<file path="config.mk">
export PLATFORM = sky130hd
export DESIGN_NAME = uart_tx_flags
export DESIGN_NICKNAME = d
export VERILOG_FILES = /design/src/rtl/utx_pkg.sv /design/src/rtl/utx_fifo.sv /design/src/rtl/utx_shifter.sv /design/src/rtl/uart_tx_flags.sv
export SDC_FILE = /design/constraint.sdc
export NUM_CORES = 1
export LEC_CHECK = 0
export ABC_CLOCK_PERIOD_IN_PS = 3720
export BUFFER_PORTS_ARGS = -buffer_cell sky130_fd_sc_hd__buf_2
export CAP_MARGIN = 20
export CORE_ASPECT_RATIO = 0.6
export CORE_MARGIN = 10
export CORE_UTILIZATION = 40
export CTS_CLUSTER_SIZE = 12
export DETAILED_ROUTE_END_ITERATION = 10
export PLACE_DENSITY = 0.66
export SLEW_MARGIN = 15
export SYNTH_ARGS = -nofsm -noshare
export SYNTH_HDL_FRONTEND = slang
export SYNTH_SLANG_ARGS = --single-unit
</file>
<file path="constraint.sdc">
create_clock -name clk -period 3.72 [get_ports clk]
set_input_delay 0.558 -clock clk [delete_from_list [all_inputs] [get_ports clk]]
set_output_delay 0.558 -clock clk [all_outputs]
set_load 0.005 [all_outputs]
</file>
<file path="src/rtl/utx_pkg.sv">
package utx_pkg;

    typedef enum logic [1:0] {
        SH_IDLE,
        SH_START,
        SH_DATA,
        SH_STOP
    } sh_state_t;

    // Free-slot threshold for a given select code and queue depth.
    function automatic int unsigned thr_slots(input logic [2:0] sel, input int unsigned depth);
        int unsigned r;
        unique case (sel)
            3'd0:    r = depth / 8;
            3'd1:    r = depth / 4;
            3'd2:    r = depth / 2;
            3'd3:    r = (depth * 3) / 4;
            3'd4:    r = (depth * 7) / 8;
            default: r = depth;
        endcase
        return r;
    endfunction

endpackage

</file>
<file path="src/rtl/utx_fifo.sv">
module utx_fifo #(
    parameter int DW    = 8,
    parameter int DEPTH = 8
) (
    input  logic                           clk,
    input  logic                           rst_n,
    input  logic                           push,
    input  logic [DW-1:0]                  din,
    input  logic                           pop,
    output logic [DW-1:0]                  dout,
    output logic [$clog2(DEPTH+1)-1:0]     count,
    output logic                           full,
    output logic                           empty
);
    localparam int AW = (DEPTH > 1) ? $clog2(DEPTH) : 1;
    localparam int CW = $clog2(DEPTH + 1);

    logic [DW-1:0] mem [DEPTH];
    logic [AW-1:0] wp, rp;

    function automatic logic [AW-1:0] bump(input logic [AW-1:0] p);
        return (p == AW'(DEPTH - 1)) ? '0 : p + 1'b1;
    endfunction

    always_ff @(posedge clk) begin
        if (push) begin
            mem[wp] <= din;
        end
    end

    always_ff @(posedge clk or negedge rst_n) begin
        if (!rst_n) begin
            wp    <= '0;
            rp    <= '0;
            count <= '0;
        end else begin
            if (push) wp <= bump(wp);
            if (pop)  rp <= bump(rp);
            unique case ({push, pop})
                2'b10:   count <= count + 1'b1;
                2'b01:   count <= count - 1'b1;
                default: count <= count;
            endcase
        end
    end

    assign dout  = mem[rp];
    assign full  = (count == CW'(DEPTH));
    assign empty = (count == '0);

    // writer never pushes into a full queue
    p_no_push_full_r6: assert property (@(posedge clk) disable iff (!rst_n)
        push |-> !full);
    // reader never pops an empty queue
    p_no_pop_empty_r8: assert property (@(posedge clk) disable iff (!rst_n)
        pop |-> !empty);

endmodule

</file>
<file path="src/rtl/utx_shifter.sv">
module utx_shifter
    import utx_pkg::*;
#(
    parameter int DW        = 8,
    parameter int BIT_TICKS = 16
) (
    input  logic          clk,
    input  logic          rst_n,
    input  logic          tick,
    input  logic          src_valid,
    input  logic [DW-1:0] src_data,
    output logic          src_take,
    output logic          txd,
    output logic          busy,
    output logic          frame_end
);
    localparam int TW = (BIT_TICKS > 1) ? $clog2(BIT_TICKS) : 1;
    localparam int IW = (DW > 1) ? $clog2(DW) : 1;

    sh_state_t     state, state_nx;
    logic [TW-1:0] tcnt;
    logic [IW-1:0] bidx;
    logic [DW-1:0] shreg;
    logic          bit_last;

    assign bit_last = tick && (tcnt == TW'(BIT_TICKS - 1));

    // state register
    always_ff @(posedge clk or negedge rst_n) begin
        if (!rst_n) state <= SH_IDLE;
        else        state <= state_nx;
    end

    // next state
    always_comb begin
        state_nx = state;
        unique case (state)
            SH_IDLE:  if (src_valid) state_nx = SH_START;
            SH_START: if (bit_last)  state_nx = SH_DATA;
            SH_DATA:  if (bit_last && bidx == IW'(DW - 1)) state_nx = SH_STOP;
            SH_STOP:  if (bit_last)  state_nx = src_valid ? SH_START : SH_IDLE;
            default:  state_nx = SH_IDLE;
        endcase
    end

    // outputs
    always_comb begin
        txd       = 1'b1;
        src_take  = 1'b0;
        frame_end = 1'b0;
        unique case (state)
            SH_IDLE:  src_take = src_valid;
            SH_START: txd = 1'b0;
            SH_DATA:  txd = shreg[0];
            SH_STOP: begin
                frame_end = bit_last;
                src_take  = bit_last && src_valid;
            end
            default: txd = 1'b1;
        endcase
    end

    assign busy = (state != SH_IDLE);

    // datapath
    always_ff @(posedge clk or negedge rst_n) begin
        if (!rst_n) begin
            tcnt  <= '0;
            bidx  <= '0;
            shreg <= '0;
        end else if (src_take) begin
            shreg <= src_data;
            tcnt  <= '0;
            bidx  <= '0;
        end else if (state != SH_IDLE && tick) begin
            if (bit_last) begin
                tcnt <= '0;
                if (state == SH_DATA) begin
                    shreg <= shreg >> 1;
                    bidx  <= bidx + 1'b1;
                end
            end else begin
                tcnt <= tcnt + 1'b1;
            end
        end
    end

    // no frame progress without a baud tick
    p_hold_without_tick_r2: assert property (@(posedge clk) disable iff (!rst_n)
        (!tick && state != SH_IDLE) |=> ($stable(state) && $stable(txd)));
    // a frame only starts when a byte was offered
    p_start_needs_byte_r3: assert property (@(posedge clk) disable iff (!rst_n)
        $rose(busy) |-> $past(src_valid));

endmodule

</file>
<file path="src/rtl/uart_tx_flags.sv">
module uart_tx_flags
    import utx_pkg::*;
#(
    parameter int DW        = 8,
    parameter int DEPTH     = 8,
    parameter int BIT_TICKS = 16
) (
    input  logic          clk,
    input  logic          rst_n,
    input  logic          baud_tick,
    input  logic          wr_en,
    input  logic [DW-1:0] wr_data,
    input  logic          fifo_mode,
    input  logic [2:0]    thr_sel,
    input  logic          ie_empty,
    input  logic          ie_notfull,
    input  logic          ie_fifo_empty,
    input  logic          ie_thr,
    input  logic          ie_done,
    output logic          txd,
    output logic          flag_empty,
    output logic          flag_notfull,
    output logic          flag_fifo_empty,
    output logic          flag_thr,
    output logic          flag_done,
    output logic          flag_ovf,
    output logic          irq
);
    localparam int CW = $clog2(DEPTH + 1);

    logic          hold_valid;
    logic [DW-1:0] hold_data;
    logic          f_push, f_pop, f_full, f_empty;
    logic [DW-1:0] f_dout;
    logic [CW-1:0] f_count, f_free;
    logic          sh_take, sh_busy, sh_end, sh_valid;
    logic [DW-1:0] sh_data;
    logic          buf_empty, direct, buf_accept, accepted, buf_pop;

    assign buf_empty  = fifo_mode ? f_empty : !hold_valid;
    assign direct     = wr_en && !sh_busy && buf_empty;
    assign buf_accept = wr_en && !direct && (fifo_mode ? !f_full : !hold_valid);
    assign accepted   = direct || buf_accept;
    assign sh_valid   = !buf_empty || direct;
    assign sh_data    = !buf_empty ? (fifo_mode ? f_dout : hold_data) : wr_data;
    assign buf_pop    = sh_take && !buf_empty;

    assign f_push = fifo_mode && buf_accept;
    assign f_pop  = fifo_mode && buf_pop;

    utx_fifo #(.DW(DW), .DEPTH(DEPTH)) u_fifo (
        .clk   (clk),
        .rst_n (rst_n),
        .push  (f_push),
        .din   (wr_data),
        .pop   (f_pop),
        .dout  (f_dout),
        .count (f_count),
        .full  (f_full),
        .empty (f_empty)
    );

    utx_shifter #(.DW(DW), .BIT_TICKS(BIT_TICKS)) u_shift (
        .clk       (clk),
        .rst_n     (rst_n),
        .tick      (baud_tick),
        .src_valid (sh_valid),
        .src_data  (sh_data),
        .src_take  (sh_take),
        .txd       (txd),
        .busy      (sh_busy),
        .frame_end (sh_end)
    );

    always_ff @(posedge clk or negedge rst_n) begin
        if (!rst_n) begin
            hold_valid <= 1'b0;
            hold_data  <= '0;
            flag_done  <= 1'b1;
            flag_ovf   <= 1'b0;
        end else begin
            if (!fifo_mode && buf_pop)    hold_valid <= 1'b0;
            if (!fifo_mode && buf_accept) begin
                hold_valid <= 1'b1;
                hold_data  <= wr_data;
            end
            if (accepted)                     flag_done <= 1'b0;
            else if (sh_end && buf_empty)     flag_done <= 1'b1;
            if (wr_en && !accepted)           flag_ovf  <= 1'b1;
        end
    end

    assign f_free          = CW'(DEPTH) - f_count;
    assign flag_empty      = buf_empty;
    assign flag_notfull    = !f_full;
    assign flag_fifo_empty = f_empty;
    assign flag_thr        = (f_free >= CW'(thr_slots(thr_sel, DEPTH)));
    assign irq = (flag_empty & ie_empty) | (flag_notfull & ie_notfull) |
                 (flag_fifo_empty & ie_fifo_empty) | (flag_thr & ie_thr) |
                 (flag_done & ie_done);

    // complete means the serialiser is idle with nothing buffered
    p_done_drained_r9: assert property (@(posedge clk) disable iff (!rst_n)
        flag_done |-> (!sh_busy && buf_empty));
    // an accepted write clears the complete flag
    p_done_clear_r9: assert property (@(posedge clk) disable iff (!rst_n)
        (wr_en && !sh_busy && buf_empty) |=> (!flag_done && sh_busy));
    // overflow only ever rises after a write
    p_ovf_cause_r11: assert property (@(posedge clk) disable iff (!rst_n)
        $rose(flag_ovf) |-> $past(wr_en));
    // a write onto an occupied holding register is flagged
    p_hold_drop_r5: assert property (@(posedge clk) disable iff (!rst_n)
        (!fifo_mode && hold_valid && wr_en && !sh_take) |=> flag_ovf);

endmodule

</file>
==> results of run 1 <==
per-stage QoR:
stage | instances | hold slack [ps]
finish | 540 | 335
global route | 540 | 400
CTS | 539 | 364
detailed placement | 523 | 457
global placement | 523 | 457
floorplan | 343 | 262
power by group through the flow:
stage	Sequential, mW	Clock, mW	Combinational, mW
floorplan	1.60	0	1.11
global placement	1.74	0	1.29
detailed placement	1.75	0	1.34
CTS	1.73	1.09	1.35
global route	1.75	1.15	1.55
finish	1.70	1.08	1.37
final cells by class:
class,count,area [µm²],area share
Clock buffer,10,229,0.0419
Clock inverter,6,116,0.0213
Inverter,9,33.8,0.00618
Multi-Input combinational cell,218,1810,0.332
Sequential cell,102,2870,0.526
Tap cell,160,200,0.0366
Timing Repair Buffer,35,200,0.0366
cell families (layout without fill, tap and decap cells):
group,after synthesis,in the layout,share of synthesized area
flops,102,102,0.599
compound gates,76,76,0.107
simple gates,68,68,0.0762
mux,43,43,0.123
buf+inv,23,60,0.0229
fa+ha+maj,20,20,0.0522
xor+xnor,11,11,0.0201
layout by cell type, fill, tap and decap left out, drive strengths merged, types with 12 or more instances in the layout:
cell    count
o21ai      26
edfxtp     64
nand2      12
mux2i      15
a21oi      15
buf        35
mux2       17
nor2       17
dfrtp      37
ha         20
worst paths after layout:
check,start,to,slack [ps],depth (start not counted)
worst min register to register,flag_ovf,flag_ovf,470,1
worst min-delay path,rst_n,u_fifo.count[0],340,1
worst max register to register,u_shift.state[0],u_fifo.count[2],560,13
max in group asynchronous,rst_n,hold_data[4],2810,1
worst max-delay path,u_shift.state[0],u_fifo.count[2],560,13
min in group clk,flag_ovf,flag_ovf,470,1
registers in the layout (all words and copies together), names as in the netlist:
signal	count
hold_data	8
u_fifo.count	4
u_shift.bidx	3
u_fifo.mem	64
u_shift.shreg	8
u_shift.state	2
u_shift.tcnt	4
flag_ovf	1
flag_done	1
u_fifo.rp	3
hold_valid	1
u_fifo.wp	3
routing by layer:
metal | up-vias | routed length (µm)
met2 | 64 | 4590
met5 | - | 0
met4 | 0 | 42
met3 | 6 | 612
li1 | 1377 | -
met1 | 1469 | 5150
==> out/results.ini, run 1 <==
[cells_and_area]
layout-drive-gt1-share=0.232
nets=416
area_growth_pct=14.0
stdcell_area_um2=5470
postLayoutCoreUtil=0.474
fill_cells=1026
diodes=0

[status]
status=complete, no violations

[floorplan]
die_w_um=161
die-area_um2=16900
core-area_um2=11500
row_count=30
start_util=0.416
ios=29
die_h_um=105

[route]
ant_nets=0
routed_via_density=5.40
dr_total_vias=2916
wire_per_inst_um=19.3
drc=0
drt_iter0_markers=201
first_pass_iters=5
wirelength_um=10400

[run]
maxCapViolCount=0

[worst_setup_path]
required_ps=3930
cp-end-kind=flip-flop
cp_top_family=adder cells
worstPathCellList=inv_1 -> ha_1 -> inv_1 -> o22ai_2 -> o21ai_1 -> nor2_2 -> ha_1 -> xor2_1 -> ha_1 -> a21oi_1 -> xor2_1 -> nor2_1 -> xor2_1
critical_path_class=flip-flop to flip-flop
slowest_stage=dfrtp_1
cp-start-kind=flip-flop
crit_arrival_ps=3380
crit_fanout=9
crit_path_max_incr_delay_ps=410
path_buf_inv=2

[clock_tree]
numCtsBuffers=9
clkSinkCount=102
cts_setup_buffers=0
clk_pin_slew_ps=70
clockBufferDepth=2
cts_resized=0
root_buffer=clkbuf_16
cts_tree=built
insertion_delay_ps=340
cts_hold_buffers=0
cts.htree.levels=3

[placement]
port_buffers=28
hpwlAfterDp_um=7310
gp_congestion=0.815
placed_cell_area_um2=5110
dp_slack_ps=604

[timing]
setup_violations=0
rsz0062_at_grt=no
final.min_clock_period_ps=3160
slew_headroom=0.364
fin_tns_setup_ps=0
fmax_ghz=0.316
final.period_utilization=0.850
setup_slack_ps=557
final_max_slew_viol_count=0
finalClockSkew_ps=4.28
hold_viol_final=0
worst_pin_slew_ps=950

[logic_synthesis]
ys_seq_area_frac=0.599
synth_area_leaders=edfxtp_1 (40%), dfrtp_1 (19%), ha_1 (5.2%)
synth.distinct_cells=50
synth_edf_count=64
synth.avg_cell_area_um2=14.0
syn_nets=384
synth_most_common_cell=edfxtp_1
yosys_most_used_dff=edfxtp_1
syn-cell-area_um2=4800
yosysTopAreaCell=edfxtp_1
synth_commonest_cells=edfxtp_1 (64), dfrtp_1 (37), o21ai_0 (22), ha_1 (20), mux2_2 (17)
synth_top_area_frac=0.401
yosysWarnings=0
ys_ff_latch=102
synthCells=343
async_flop_share=0.373

[power]
combPwrFrac=0.330
powerDensity_nw_per_um2=759
peakVddDrop_mv=0.446
swShare=0.327
p_leak_nw=2.12
seqPwrFrac=0.410
finalPower_mw=4.15
pwr-share-clk=0.260
p_switching_mw=1.36
internal_power_mw=2.79

[global_routing]
track_usage=0.128
antenna_found_initial=0
grt_max_degree=39
grt_pass1_vias=3069
grt-busiest-layer=met2
met3_usage=0.0376
grt_util_met1=0.183
grt_pass1_wl_um=17200
grt.overflow.total=0
grt_util_met2=0.185

[hold_path]
hold_class=primary input to async pin

Power figures use the tool's default switching activity.
==> run 2: changes to the inputs <==
--- a/config.mk
+++ b/config.mk
@@ -5,7 +5,7 @@
 export SDC_FILE = /design/constraint.sdc
 export NUM_CORES = 1
 export LEC_CHECK = 0
-export ABC_CLOCK_PERIOD_IN_PS = 3720
+export ABC_CLOCK_PERIOD_IN_PS = 3100
 export BUFFER_PORTS_ARGS = -buffer_cell sky130_fd_sc_hd__buf_2
 export CAP_MARGIN = 20
 export CORE_ASPECT_RATIO = 0.6
@@ -14,6 +14,7 @@
 export CTS_CLUSTER_SIZE = 12
 export DETAILED_ROUTE_END_ITERATION = 10
 export PLACE_DENSITY = 0.66
+export SKIP_CTS_REPAIR_TIMING = 1
 export SLEW_MARGIN = 15
 export SYNTH_ARGS = -nofsm -noshare
 export SYNTH_HDL_FRONTEND = slang
==> constraint.sdc (replaced) <==
create_clock -name clk -period 3.1 [get_ports clk]
set_input_delay 0.465 -clock clk [delete_from_list [all_inputs] [get_ports clk]]
set_output_delay 0.465 -clock clk [all_outputs]
set_load 0.005 [all_outputs]
==> run 2 against run 1 <==
  * Clock skew increased by 2.5 ps
  * Critical path depth decreased by 1
  * Sequential power increased by 22%
  * Maximum frequency increased by 13%
  * Utilization increased by 0.12 points
  * Register-to-register slack got worse by 260 ps
  * Sequential cell count unchanged
  * Critical path type unchanged
  * Largest cell class unchanged
==> out/results.ini, run 2 (synthesis gave the netlist of run 1 again) <==
[floorplan]
die_w_um=161  ; unchanged
row_count=30  ; unchanged
start_util=0.416  ; unchanged
die-area_um2=16900  ; unchanged
core-area_um2=11500  ; unchanged
ios=29  ; unchanged
die_h_um=105  ; unchanged

[power]
internal_power_mw=3.25  ; +16%
combPwrFrac=0.340  ; +0.010
peakVddDrop_mv=0.388  ; -13%
powerDensity_nw_per_um2=888  ; +17%
pwr-share-clk=0.235  ; -0.025
p_switching_mw=1.62  ; +19%
seqPwrFrac=0.425  ; +0.015
swShare=0.333  ; +0.00555
p_leak_nw=2.14  ; +1.2%

[status]
status=complete, no violations

[route]
wire_per_inst_um=19.1  ; -0.88%
dr_total_vias=3015  ; +3.4%
wirelength_um=10500  ; +0.59%
routed_via_density=5.50  ; +1.9%
first_pass_iters=4  ; -1
drc=0  ; unchanged
drt_iter0_markers=186  ; -7.5%
ant_nets=0  ; unchanged

[global_routing]
grt.overflow.total=0  ; unchanged
track_usage=0.125  ; -0.00232
grt_max_degree=39  ; unchanged
antenna_found_initial=0  ; unchanged
grt_pass1_wl_um=16800  ; -2.1%
grt_pass1_vias=3040  ; -0.94%

[timing]
final.min_clock_period_ps=2800  ; -358 ps
final.period_utilization=0.905  ; +0.0545
final_max_slew_viol_count=0  ; unchanged
fmax_ghz=0.357  ; +13%
rsz0062_at_grt=no
hold_viol_final=0  ; unchanged
fin_tns_setup_ps=0  ; unchanged
slew_headroom=0.318  ; -0.0466
setup_violations=0  ; unchanged
finalClockSkew_ps=6.74  ; +2.46 ps
worst_pin_slew_ps=1020  ; +73.4 ps

[cells_and_area]
largest_reg_flops=64  ; unchanged
layout.cells.most_common=edfxtp_1
fill_cells=1005  ; -2.0%
layout-drive-gt1-share=0.247  ; +0.0158
final_cell_mix=edfxtp_1 (64), dfrtp_1 (37), buf_2 (28), o21ai_0 (22), ha_1 (20)
nets=424  ; +1.9%
diodes=0  ; unchanged
fin_cells=548  ; +1.5%
area_growth_pct=14.2
reg.largest.list=u_fifo.mem: 64 flops, hold_data: 8 flops, u_shift.shreg: 8 flops
largest-register=u_fifo.mem

[clock_tree]
clkSinkCount=102  ; unchanged
root_buffer=clkbuf_16
clk_pin_slew_ps=60  ; about the same
cts.htree.levels=3  ; unchanged
insertion_delay_ps=340  ; about the same
cts_tree=built
numCtsBuffers=9  ; unchanged
clockBufferDepth=2  ; unchanged

[placement]
hpwlAfterDp_um=7530  ; +3.0%
gp_congestion=0.760  ; -6.7%
dp.cells=532  ; +1.7%
port_buffers=28  ; unchanged

[worst_setup_path]
reg2reg_from=u_fifo.count[0]
critical_path_class=flip-flop to flip-flop
r2r_slack_ps=300  ; -260 ps
reg2reg_depth=12  ; -1
crit_arrival_ps=3020  ; -360 ps
r2r-end=u_fifo.count[2]
crit_fanout=9  ; unchanged
cp-end-kind=flip-flop
cp-start-kind=flip-flop
required_ps=3320  ; -610 ps

[hold_path]
hold_class=primary input to async pin

[run]
maxCapViolCount=0  ; unchanged

run 2: cell types whose count changed in the layout (fill, tap and decap cells not counted):
cell / previous run / this run
clkbuf_1: 1 / 0
bufinv_16: 3 / 1
inv_4: 0 / 1
buf_4: 6 / 15
clkinv_4: 1 / 0
clkinv_2: 0 / 1
buf_8: 1 / 0
inv_6: 2 / 1
clkinv_1: 0 / 1
clkbuf_8: 0 / 2
run 2: layout make-up:
type / instances / area (µm²) / area share
clock buffers: 11 / 253 / 0.0461
clock inverters: 5 / 53.8 / 0.00982
repair buffers: 43 / 253 / 0.0461
flip-flops and latches: 102 / 2870 / 0.524
well taps: 160 / 200 / 0.0365
multi-input cells: 218 / 1810 / 0.331
inverters: 9 / 33.8 / 0.00616
run 2: how the worst max path moves through the flow:
stage                                 from  slack, ps              end  cells past startpoint
final                      u_fifo.count[0]        300  u_fifo.count[2]                     12
after global routing       u_fifo.count[0]        100  u_fifo.count[2]                     12
after CTS                  u_fifo.count[0]        300  u_fifo.count[2]                     12
after detailed placement   u_fifo.count[0]        320  u_fifo.count[2]                     12
after global placement     u_fifo.count[0]        360  u_fifo.count[2]                     12
after floorplan           u_shift.state[0]        350  u_fifo.count[2]                     14
run 2: power by group through the flow:
stage | sequential, mW | clock (mW) | combinational, mW
2_1_floorplan | 1.92 | 0 | 1.33
4_1_cts | 2.07 | 1.18 | 1.67
3_5_place_dp | 2.09 | 0 | 1.66
6_report | 2.07 | 1.15 | 1.66
3_3_place_gp | 2.07 | 0 | 1.59
5_1_grt | 2.12 | 1.23 | 1.83
run 2: layer usage:
metal / vias up / share of wire / GRT usage
met5: - / 0 / 0
li1: 1393 / - / -
met4: 0 / 0.0087 / 0.0291
met3: 12 / 0.077 / 0.0396
met2: 91 / 0.43 / 0.181
met1: 1519 / 0.48 / 0.179
run 2: per-stage QoR:
step | instance area (µm²) | hold slack (ps) | total power, mW | worst slack (ps) | utilization
after floorplan | 4800 | 169 | 3.25 | 348 | -
after global placement | 5170 | 455 | 3.67 | 356 | 0.449
after detailed placement | 5170 | 472 | 3.75 | 315 | 0.449
after CTS | 5480 | 257 | 4.91 | 298 | 0.476
after global routing | 5480 | 287 | 5.18 | 101 | 0.476
final | 5480 | 227 | 4.87 | 296 | 0.476
run 2: critical path, cell delays in order (launching register included):
cell     delay, ps
dfrtp_1        420
inv_1           80
ha_1           230
nor3b_4        170
or2b_2         380
nor2_2         240
ha_1           350
xor2_1         110
ha_1           180
a21oi_1        150
xor2_1         160
nor2_1          70
xor2_1         140
